--- src/rtl/i2cm_pkg.sv ---
package i2cm_pkg;
  localparam int BYTE_W = 8;
  localparam int OWN_W  = 10;
  localparam logic [4:0] TEN_PREFIX = 5'b11110;

  typedef enum logic [2:0] {
    PH_IDLE,   // waiting for START
    PH_ADDR1,  // first address byte
    PH_ADDR2,  // low half of a 10-bit address
    PH_DATA,   // matched, receiving bytes
    PH_SKIP    // not addressed, wait for START
  } phase_t;
endpackage

--- src/rtl/i2cm_cond_det.sv ---
module i2cm_cond_det (
  input  logic clk,
  input  logic rst_n,
  input  logic scl_i,
  input  logic sda_i,
  output logic scl_hi_o,
  output logic sda_lvl_o,
  output logic scl_rise_o,
  output logic scl_fall_o,
  output logic start_ev_o,
  output logic stop_ev_o
);
  logic scl_q, scl_p, sda_q, sda_p;

  always_ff @(posedge clk or negedge rst_n) begin
    if (!rst_n) begin
      scl_q <= 1'b1;
      scl_p <= 1'b1;
      sda_q <= 1'b1;
      sda_p <= 1'b1;
    end else begin
      scl_q <= scl_i;
      scl_p <= scl_q;
      sda_q <= sda_i;
      sda_p <= sda_q;
    end
  end

  assign scl_hi_o   = scl_q;
  assign sda_lvl_o  = sda_q;
  assign scl_rise_o = scl_q & ~scl_p;
  assign scl_fall_o = ~scl_q & scl_p;
  assign start_ev_o = scl_q & scl_p & sda_p & ~sda_q;
  assign stop_ev_o  = scl_q & scl_p & ~sda_p & sda_q;
endmodule

--- src/rtl/i2cm_addr_cmp.sv ---
module i2cm_addr_cmp
  import i2cm_pkg::*;
(
  input  logic [BYTE_W-1:0] byte_i,
  input  logic [OWN_W-1:0]  own_addr_i,
  input  logic              ten_bit_i,
  input  logic              gc_en_i,
  output logic              gc_hit_o,
  output logic              first_hit_o,
  output logic              low_hit_o
);
  logic hit7, hit10_hi;

  assign gc_hit_o    = gc_en_i & (byte_i == '0);
  assign hit7        = (byte_i[BYTE_W-1:1] == own_addr_i[BYTE_W-2:0]);
  assign hit10_hi    = (byte_i[BYTE_W-1:1] == {TEN_PREFIX, own_addr_i[OWN_W-1:BYTE_W]});
  assign first_hit_o = ten_bit_i ? hit10_hi : hit7;
  assign low_hit_o   = (byte_i == own_addr_i[BYTE_W-1:0]);
endmodule

--- src/rtl/i2c_addr_match.sv ---
module i2c_addr_match
  import i2cm_pkg::*;
(
  input  logic              clk,
  input  logic              rst_n,
  input  logic              scl_i,
  input  logic              sda_i,
  input  logic [OWN_W-1:0]  own_addr_i,
  input  logic              ten_bit_i,
  input  logic              gc_en_i,
  input  logic              buf_rd_i,
  output logic              sda_pull_o,
  output logic [BYTE_W-1:0] rx_byte_o,
  output logic              buf_full_o,
  output logic              irq_o,
  output logic              upd_addr_o,
  output logic              start_seen_o,
  output logic              stop_seen_o,
  output logic              bus_free_o
);
  localparam int CNT_W = $clog2(BYTE_W + 2);
  localparam logic [CNT_W-1:0] LAST_BIT = CNT_W'(BYTE_W - 1);
  localparam logic [CNT_W-1:0] ACK_SLOT = CNT_W'(BYTE_W);
  localparam logic [CNT_W-1:0] ACK_DONE = CNT_W'(BYTE_W + 1);

  logic scl_hi, sda_lvl, scl_rise, scl_fall, start_ev, stop_ev;
  logic gc_hit, first_hit, low_hit;

  phase_t            phase_q, phase_n;
  logic [CNT_W-1:0]  cnt_q, cnt_n;
  logic [BYTE_W-1:0] sh_q, sh_n, buf_q, buf_n, byte_new;
  logic ack_q, ack_n, pend_q, pend_n, bf_q, bf_n, irq_q, irq_n;
  logic upd_q, upd_n, sta_q, sta_n, sto_q, sto_n;
  logic take;

  i2cm_cond_det u_det (
    .clk(clk), .rst_n(rst_n), .scl_i(scl_i), .sda_i(sda_i),
    .scl_hi_o(scl_hi), .sda_lvl_o(sda_lvl), .scl_rise_o(scl_rise),
    .scl_fall_o(scl_fall), .start_ev_o(start_ev), .stop_ev_o(stop_ev)
  );

  assign byte_new = {sh_q[BYTE_W-2:0], sda_lvl};

  i2cm_addr_cmp u_cmp (
    .byte_i(byte_new), .own_addr_i(own_addr_i), .ten_bit_i(ten_bit_i),
    .gc_en_i(gc_en_i), .gc_hit_o(gc_hit), .first_hit_o(first_hit),
    .low_hit_o(low_hit)
  );

  always_comb begin
    phase_n = phase_q;
    cnt_n   = cnt_q;
    sh_n    = sh_q;
    buf_n   = buf_q;
    ack_n   = ack_q;
    pend_n  = pend_q;
    bf_n    = bf_q & ~buf_rd_i;
    irq_n   = 1'b0;
    upd_n   = upd_q;
    sta_n   = sta_q;
    sto_n   = sto_q;
    take    = 1'b0;
    if (stop_ev) begin
      phase_n = PH_IDLE;
      cnt_n   = '0;
      ack_n   = 1'b0;
      pend_n  = 1'b0;
      upd_n   = 1'b0;
      sto_n   = 1'b1;
      sta_n   = 1'b0;
    end else if (start_ev) begin
      phase_n = PH_ADDR1;
      cnt_n   = '0;
      ack_n   = 1'b0;
      pend_n  = 1'b0;
      upd_n   = 1'b0;
      sta_n   = 1'b1;
      sto_n   = 1'b0;
    end else if (phase_q != PH_IDLE) begin
      if (scl_rise) begin
        if (cnt_q < ACK_SLOT) begin
          sh_n  = byte_new;
          cnt_n = cnt_q + 1'b1;
          if (cnt_q == LAST_BIT) begin
            unique case (phase_q)
              PH_ADDR1: begin
                if (gc_hit) begin
                  take = 1'b1;
                  phase_n = PH_DATA;
                end else if (first_hit) begin
                  take = 1'b1;
                  phase_n = ten_bit_i ? PH_ADDR2 : PH_DATA;
                  upd_n = ten_bit_i;
                end else begin
                  phase_n = PH_SKIP;
                end
              end
              PH_ADDR2: begin
                upd_n   = 1'b0;
                take    = low_hit;
                phase_n = low_hit ? PH_DATA : PH_SKIP;
              end
              PH_DATA: take = 1'b1;
              default: take = 1'b0;
            endcase
          end
        end else if (cnt_q == ACK_SLOT) begin
          cnt_n = ACK_DONE;
        end
      end
      if (scl_fall) begin
        if (cnt_q == ACK_SLOT && pend_q) begin
          ack_n = 1'b1;
        end else if (cnt_q == ACK_DONE) begin
          ack_n  = 1'b0;
          irq_n  = pend_q;
          pend_n = 1'b0;
          cnt_n  = '0;
        end
      end
      if (take) begin
        buf_n  = byte_new;
        bf_n   = 1'b1;
        pend_n = 1'b1;
      end
    end
  end

  always_ff @(posedge clk or negedge rst_n) begin
    if (!rst_n) begin
      phase_q <= PH_IDLE;
      cnt_q   <= '0;
      sh_q    <= '0;
      buf_q   <= '0;
      ack_q   <= 1'b0;
      pend_q  <= 1'b0;
      bf_q    <= 1'b0;
      irq_q   <= 1'b0;
      upd_q   <= 1'b0;
      sta_q   <= 1'b0;
      sto_q   <= 1'b0;
    end else begin
      phase_q <= phase_n;
      cnt_q   <= cnt_n;
      sh_q    <= sh_n;
      buf_q   <= buf_n;
      ack_q   <= ack_n;
      pend_q  <= pend_n;
      bf_q    <= bf_n;
      irq_q   <= irq_n;
      upd_q   <= upd_n;
      sta_q   <= sta_n;
      sto_q   <= sto_n;
    end
  end

  assign sda_pull_o   = ack_q;
  assign rx_byte_o    = buf_q;
  assign buf_full_o   = bf_q;
  assign irq_o        = irq_q;
  assign upd_addr_o   = upd_q;
  assign start_seen_o = sta_q;
  assign stop_seen_o  = sto_q;
  assign bus_free_o   = sto_q | ~(sta_q | sto_q);

  assert_ack_only_addressed_R5: assert property (@(posedge clk) disable iff (!rst_n)
    sda_pull_o |-> (phase_q == PH_ADDR2 || phase_q == PH_DATA));
  assert_irq_scl_low_R4: assert property (@(posedge clk) disable iff (!rst_n)
    irq_o |-> !scl_hi);
  assert_stop_idle_R10: assert property (@(posedge clk) disable iff (!rst_n)
    stop_ev |=> (phase_q == PH_IDLE && !sda_pull_o && !upd_addr_o));
  assert_upd_ten_only_R7: assert property (@(posedge clk) disable iff (!rst_n)
    upd_addr_o |-> ten_bit_i);
  assert_flags_exclusive_R2: assert property (@(posedge clk) disable iff (!rst_n)
    !(start_seen_o && stop_seen_o));
  assert_bf_on_rise_R3: assert property (@(posedge clk) disable iff (!rst_n)
    $rose(buf_full_o) |-> $past(scl_rise));
endmodule

--- config.mk ---
export PLATFORM = sky130hd
export DESIGN_NAME = i2c_addr_match
export DESIGN_NICKNAME = d
export VERILOG_FILES = /design/src/rtl/i2cm_pkg.sv /design/src/rtl/i2cm_cond_det.sv /design/src/rtl/i2cm_addr_cmp.sv /design/src/rtl/i2c_addr_match.sv
export SDC_FILE = /design/constraint.sdc
export NUM_CORES = 1
export LEC_CHECK = 0
export ABC_CLOCK_PERIOD_IN_PS = 4300
export BUFFER_PORTS_ARGS = -buffer_cell sky130_fd_sc_hd__buf_2
export CAP_MARGIN = 10
export CORE_MARGIN = 2
export CORE_UTILIZATION = 40
export CTS_CLUSTER_DIAMETER = 80
export DETAILED_ROUTE_END_ITERATION = 7
export SLEW_MARGIN = 20
export SYNTH_ARGS = -nofsm -noshare
export SYNTH_HDL_FRONTEND = slang
export SYNTH_SLANG_ARGS = --single-unit
--- constraint.sdc ---
create_clock -name clk -period 4.3 [get_ports clk]
set_input_delay 0.645 -clock clk [delete_from_list [all_inputs] [get_ports clk]]
set_output_delay 0.645 -clock clk [all_outputs]
set_load 0.005 [all_outputs]
==> summary.md, run 1 <==
| Metric | Value |
|---|---|
| Status | `complete, no violations` |
| Io pins | `32` |
| Synthesized instance count | `171` |
| # resized after CTS | `0` |
| EDFF count, synth | `0` |
| First-pass GRT wire length | `6840 microns` |
| Worst-path fanout max | `13` |
| GRT overflow | `0` |
| GRT Total Usage | `0.171` |
| Layout cells sized above 1 | `0.312` |
| Starting DRT DRC Count | `58` |
| R2R Setup Slk | `1.92 ns` |
| Critical Path RT | `4.46 ns` |
| Pleak | `0.987 nW` |
| Drt pass-1 iters | `4` |
| CTS Buf Count | `5` |
| Max-Slew Margin vs Limit | `0.508` |
| Area Growth Syn to Fin | `14.2%` |
| Synth warn | `0` |
| Hold buffers post-CTS | `0` |
| Htree depth | `2` |
| CTS Buffer Depth | `2` |
| Final Cell Area | `2090 sq um` |
| Synth cell types | `43` |
| Crit. End Element | `flip-flop` |
| I/O Buffers | `31` |
| Pin count of the biggest net entering global routing | `34` |
| Die W | `71.6 microns` |
| Vias in the first global route | `1,513` |
| Power Total | `0.000825 W` |
| Fin. max-slew vios | `0` |
| Leading area contributor after synthesis | `dfrtp_1` |
| Placed cell areas | `2010 sq um` |
| Largest cells by area after synthesis | `dfrtp_1 40%, mux2_2 9.2%, dfstp_2 5.7%, xnor2_1 4.3%, xor2_1 4.3%` |
| DRC violations left | `0` |
| CP Class | `in -> reg` |
| VDD IR max | `0.233 mV` |
| Reg-to-Reg End | `rx_byte_o[1]` |
| Final WS setup | `1.87 ns` |
| Mapped Nets | `191` |
| Sequential share of the synthesized area | `0.454` |
| Setup_tns | `0 ns` |
| Wire length per cell | `15.3 microns` |
| Primary FF master, synth | `dfrtp_1` |
| Row count | `24` |
| Cell Pwr Density | `395 nW/um^2` |
| Fmax achieved | `411 MHz` |
| Final ANT Viol Nets | `0` |
| Min Tclk post-route | `2.43 ns` |
| Worst-Margin Slew | `0.738 ns` |
| #FFs+latches synth | `33` |
| Worst min path class | `in -> async` |
| Dpl hpwl | `2910 microns` |
| Asr flop ratio synth | `1.00` |
| Startpoint Class | `input port` |
| Fin. Hold Viols | `0` |
| Synth Area per Inst | `10.7 sq um` |
| Post-synth top cells | `29 x dfrtp_1, 15 x mux2_2, 12 x nor2_1` |
| Cell with the most instances after synthesis | `dfrtp_1` |
| Area share of the leading cell type in the synthesized netlist | `0.397` |
| R2r startpoint | `sh_q[5]` |
| Die area | `5130 sq um` |
| Diodes inserted | `0` |
| Worst slack at placement | `1.54 ns` |
| Post CTS Setup Buffer Count | `0` |
| Reg2Reg Depth | `6` |
| Finish-stage setup viols | `0` |
| Core ar. | `4380 sq um` |
| Net count, final | `221` |
| Clock Sinks | `33` |
| Via density | `5.46` |
| Mapped cell area | `1830 sq um` |
| CTS tree | `done` |
| Max Cap Viol | `0` |
| Final wirelength | `3890 microns` |
| RSZ-0062 raised after global routing | `no` |
| Initial core utilization | `0.417` |
| Final Skew | `0.00565 ns` |
| Via count | `1,388` |
| Root buf cell | `clkbuf_8` |
| Post-route clock period utilization | `0.565` |
| GP Congestion | `0.767` |
| Die extent in y | `71.6 microns` |
| Clock transition at path regs | `0.07 ns` |
| Critical path arrival | `2.60 ns` |
| Clk Latency, worst-skew pair | `0.28 ns` |
| Antenna violations before repair | `0` |
## per-stage QoR
stage | cells | hold slack [ns] | utilization
CTS | 254 | 0.421 | 0.476
global route | 254 | 0.431 | 0.476
finish | 254 | 0.417 | 0.476
detailed placement | 246 | 0.413 | 0.457
floorplan | 171 | 0.349 | -
global placement | 246 | 0.407 | 0.457
## how the worst max path moves through the flow
| stage | startpoint | to | slack [ns] | cells past startpoint |
|---|---|---|---|---|
| 6_report | ten_bit_i | rx_byte_o[1] | 1.87 | 7 |
| 3_5_place_dp | ten_bit_i | rx_byte_o[1] | 1.54 | 7 |
| 4_1_cts | ten_bit_i | rx_byte_o[1] | 1.84 | 7 |
| 5_1_grt | ten_bit_i | rx_byte_o[3] | 1.80 | 7 |
| 2_1_floorplan | ten_bit_i | rx_byte_o[0] | 1.91 | 7 |
| 3_3_place_gp | ten_bit_i | rx_byte_o[0] | 1.66 | 7 |
## final cells by class
class	instances	area (sq um)
inverter	6	22.5
clock inverter	2	10.0
clock buffer	6	72.6
timing repair buffer	31	155
fill	416	2300
sequential	33	831
multi-input combinational	124	932
tap	52	65.1
## logic make-up after synthesis
kind of cell | synth area share
simple gates | 0.161
mux | 0.114
fa+ha+maj | 0.0205
compound gates | 0.128
xor+xnor | 0.0862
flops | 0.454
buf+inv | 0.0362
## layer usage
metal	part of all wire	wire length, microns	global-route usage	vias up
met2	0.51	1970	0.275	32
met1	0.43	1660	0.201	678
met3	0.043	166	0.0549	8
met4	0.022	85	0.0964	0
met5	0	0	0	-
li1	-	-	-	670
## worst max-delay path: stages
cell and delay [ns]:
buf_2 0.17, o21ai_0 0.18, a211oi_1 0.12, o221a_2 0.30, and2_4 0.17, a311oi_4 0.60
mux2_2 0.41
## power breakdown
part           internal, W  leakage (nW)  switching (W)
clock             0.000112        0.0450       0.000109
combinational    0.0000954         0.508      0.0000853
sequential        0.000348         0.434      0.0000750
total             0.000555         0.987       0.000269
## sequential cells by signal (all words and copies together), names as in the netlist
signal,cells
cnt_q,4
u_det.scl_p,1
u_det.scl_hi_o,1
stop_seen_o,1
rx_byte_o,8
u_det.sda_lvl_o,1
buf_full_o,1
u_det.sda_p,1
start_seen_o,1
phase_q,3
sh_q,7
irq_o,1
sda_pull_o,1
upd_addr_o,1
pend_q,1
## cell usage in the layout, fill, tap and decap left out, types with 2 or more instances in the layout
cell type  instances
ha_1               3
buf_2             31
xor2_1             9
nor3b_1            2
dfstp_2            4
nand2b_1           3
a211oi_1           4
o21ai_0            9
dfrtp_1           29
clkinv_2           2
a21oi_1            5
mux2_2            15
nand4_1            2
nor3_1             3
nor4_1             3
inv_1              6
xnor2_1            9
nor2_1            12
a31oi_1            2
nand2_1            8
mux2i_1            4
nand3_1            7
o32ai_1            2
or3_1              3
nor3b_2            2
clkbuf_8           5
Note: power is estimated with default switching activity, not from simulation.
==> run 2, diff against run 1 <==
Settings changed: ABC_CLOCK_PERIOD_IN_PS 4300 to 2000.
Clock period 4.3 ns to 2 ns, I/O delays scaled along.
==> run 2 against run 1 <==
Utilization is 6.6 points higher. Worst hold slack lost 0.34 ns. Power is 140% higher. Routed wire length increased by 4.0%. Cell area up 14%. Clock power increased by 130%. Die area stayed put. Setup slack lost 1.9 ns. Final cell count rose by 12%. The run now ends with negative setup slack left. First-iteration DRC count is 19% lower. Via count is 7.3% higher. Highest routed layer unchanged. Clock skew about the same.
==> summary.md, run 2 (synthesized netlist as in run 1, its figures left out) <==
| Metric | Value |
|---|---|
| Critical Path RT | `2.17 ns` |
| Die W | `71.6 microns` |
| Via density | `5.24` |
| Fin. Hold Viols | `0` |
| Worst min path class | `in -> async` |
| DP Cell Count | `271` |
| Die extent in y | `71.6 microns` |
| Clock Sinks | `33` |
| I/O Buffers | `31` |
| Startpoint Class | `flip-flop` |
| Final WS setup | `-0.0491 ns` |
| GP Congestion | `0.866` |
| Initial core utilization | `0.417` |
| Fillcell total | `411` |
| Antenna violations before repair | `0` |
| Power Total | `0.00197 W` |
| Net count, final | `251` |
| Violated checks | `negative setup slack` |
| Max-Slew Margin vs Limit | `0.511` |
| Layout cells sized above 1 | `0.444` |
| CTS Buffer Depth | `2` |
| Cell Pwr Density | `829 nW/um^2` |
| Critical path arrival | `2.22 ns` |
| Dpl hpwl | `3040 microns` |
| Io pins | `32` |
| Final Skew | `0.00607 ns` |
| Final ANT Viol Nets | `0` |
| CTS Buf Count | `5` |
| Most frequent cells in the layout | `31 x buf_2, 28 x buf_4, 27 x dfrtp_1` |
| VDD IR max | `0.533 mV` |
| Finish-stage setup viols | `8` |
| Min Tclk post-route | `2.05 ns` |
| CTS tree | `done` |
| Pleak | `1.15 nW` |
| Final wirelength | `4040 microns` |
| Largest register FFs | `8` |
| Clock transition at path regs | `0.07 ns` |
| Clk Latency, worst-skew pair | `0.28 ns` |
| Crit. End Element | `flip-flop` |
| Post-route clock period utilization | `1.02` |
| GRT Total Usage | `0.181` |
| DRC violations left | `0` |
| Via count | `1,489` |
| Reg2Reg Depth | `7` |
| Row count | `24` |
| Max Cap Viol | `0` |
| Worst-Margin Slew | `0.734 ns` |
| Root buf cell | `clkbuf_8` |
| Diodes inserted | `0` |
| Die area | `5130 sq um` |
| Most common cell after layout, fill and taps aside | `buf_2` |
| Worst-path fanout max | `7` |
| CP Class | `reg -> reg` |
| GRT overflow | `0` |
| Drt pass-1 iters | `4` |
| First-pass GRT wire length | `7170 microns` |
| Fmax achieved | `488 MHz` |
| Hold buffers post-CTS | `0` |
| Vias in the first global route | `1,587` |
| Count of non-filler cells in the finished layout | `284` |
| Starting DRT DRC Count | `47` |
| Wire length per cell | `14.2 microns` |
| Htree depth | `2` |
| Area Growth Syn to Fin | `30.0%` |
| Hold_ws | `0.0760 ns` |
| Fin. max-slew vios | `0` |
| RSZ-0062 raised after global routing | `yes` |
| Pin count of the biggest net entering global routing | `34` |
| Status | `finished, violations left` |
| Util after Layout | `0.543` |
| Core ar. | `4380 sq um` |
==> run 2: cell types whose count changed in the layout (fill, tap and decap cells not counted), moves of 2 or more <==
cell / before / now
a211oi_1: 4 / 0
a211oi_2: 0 / 4
buf_4: 0 / 28
buf_6: 0 / 2
clkinv_2: 2 / 0
dfrtp_1: 29 / 27
dfrtp_2: 0 / 2
==> run 2: cell type report <==
type	count	area [sq um]	area share
multi-input combinational	124	980	0.412
sequential	33	833	0.350
clock buffer	8	90.1	0.0379
inverter	6	22.5	0.00947
tap	52	65.1	0.0274
timing repair buffer	61	388	0.163
==> run 2: critical path, stage by stage, from the launching register on <==
cell	delay, ns
dfrtp_2	0.46
or3_4	0.39
a211oi_2	0.18
o221a_2	0.22
and2_4	0.16
a311oi_4	0.09
buf_6	0.17
mux2_2	0.26
==> run 2: layer usage <==
metal  global-route usage  wire [microns]  up-vias
li1                     -               -      731
met1                0.213            1700      721
met2                0.315            2110       30
met3               0.0478             166        7
met4               0.0671              74        0
met5                    0               0        -
==> run 2: metrics by stage <==
| stage | instance area [sq um] | TNS [ns] | setup WS (ns) |
|---|---|---|---|
| after global routing | 2380 | -0.865 | -0.114 |
| after CTS | 2340 | -0.407 | -0.0580 |
| after detailed placement | 2190 | -1.87 | -0.231 |
| after floorplan | 1830 | -0.107 | -0.0133 |
| after global placement | 2190 | -1.39 | -0.175 |
| final | 2380 | -0.342 | -0.0491 |
==> run 2: repair_timing <==
action                                 4_1_cts  5_1_grt
endpoints found under the hold margin        0        0
resized for setup                            6        8
pin swaps                                    1        4
setup buffers                                5        0
setup endpoints to repair                   11       13
==> run 2: path summary, 6_finish.rpt <==
path                              startpoint             end  slack, ns
worst max-delay path                 sh_q[6]    rx_byte_o[6]      -0.05
worst min-delay path                   rst_n           irq_o       0.08
worst max register to register       sh_q[6]    rx_byte_o[6]      -0.05
worst min register to register  rx_byte_o[3]    rx_byte_o[3]       0.50
max in group asynchronous              rst_n         sh_q[6]       1.41
min in group clk                       scl_i  u_det.scl_hi_o       0.12
==> run 2: where the power goes <==
group	internal (W)	total, W	switching [W]	leakage [nW]
clock	0.000280	0.000505	0.000225	0.0455
combinational	0.000337	0.000600	0.000264	0.669
sequential	0.000751	0.000867	0.000117	0.430
total	0.00137	0.00197	0.000605	1.15
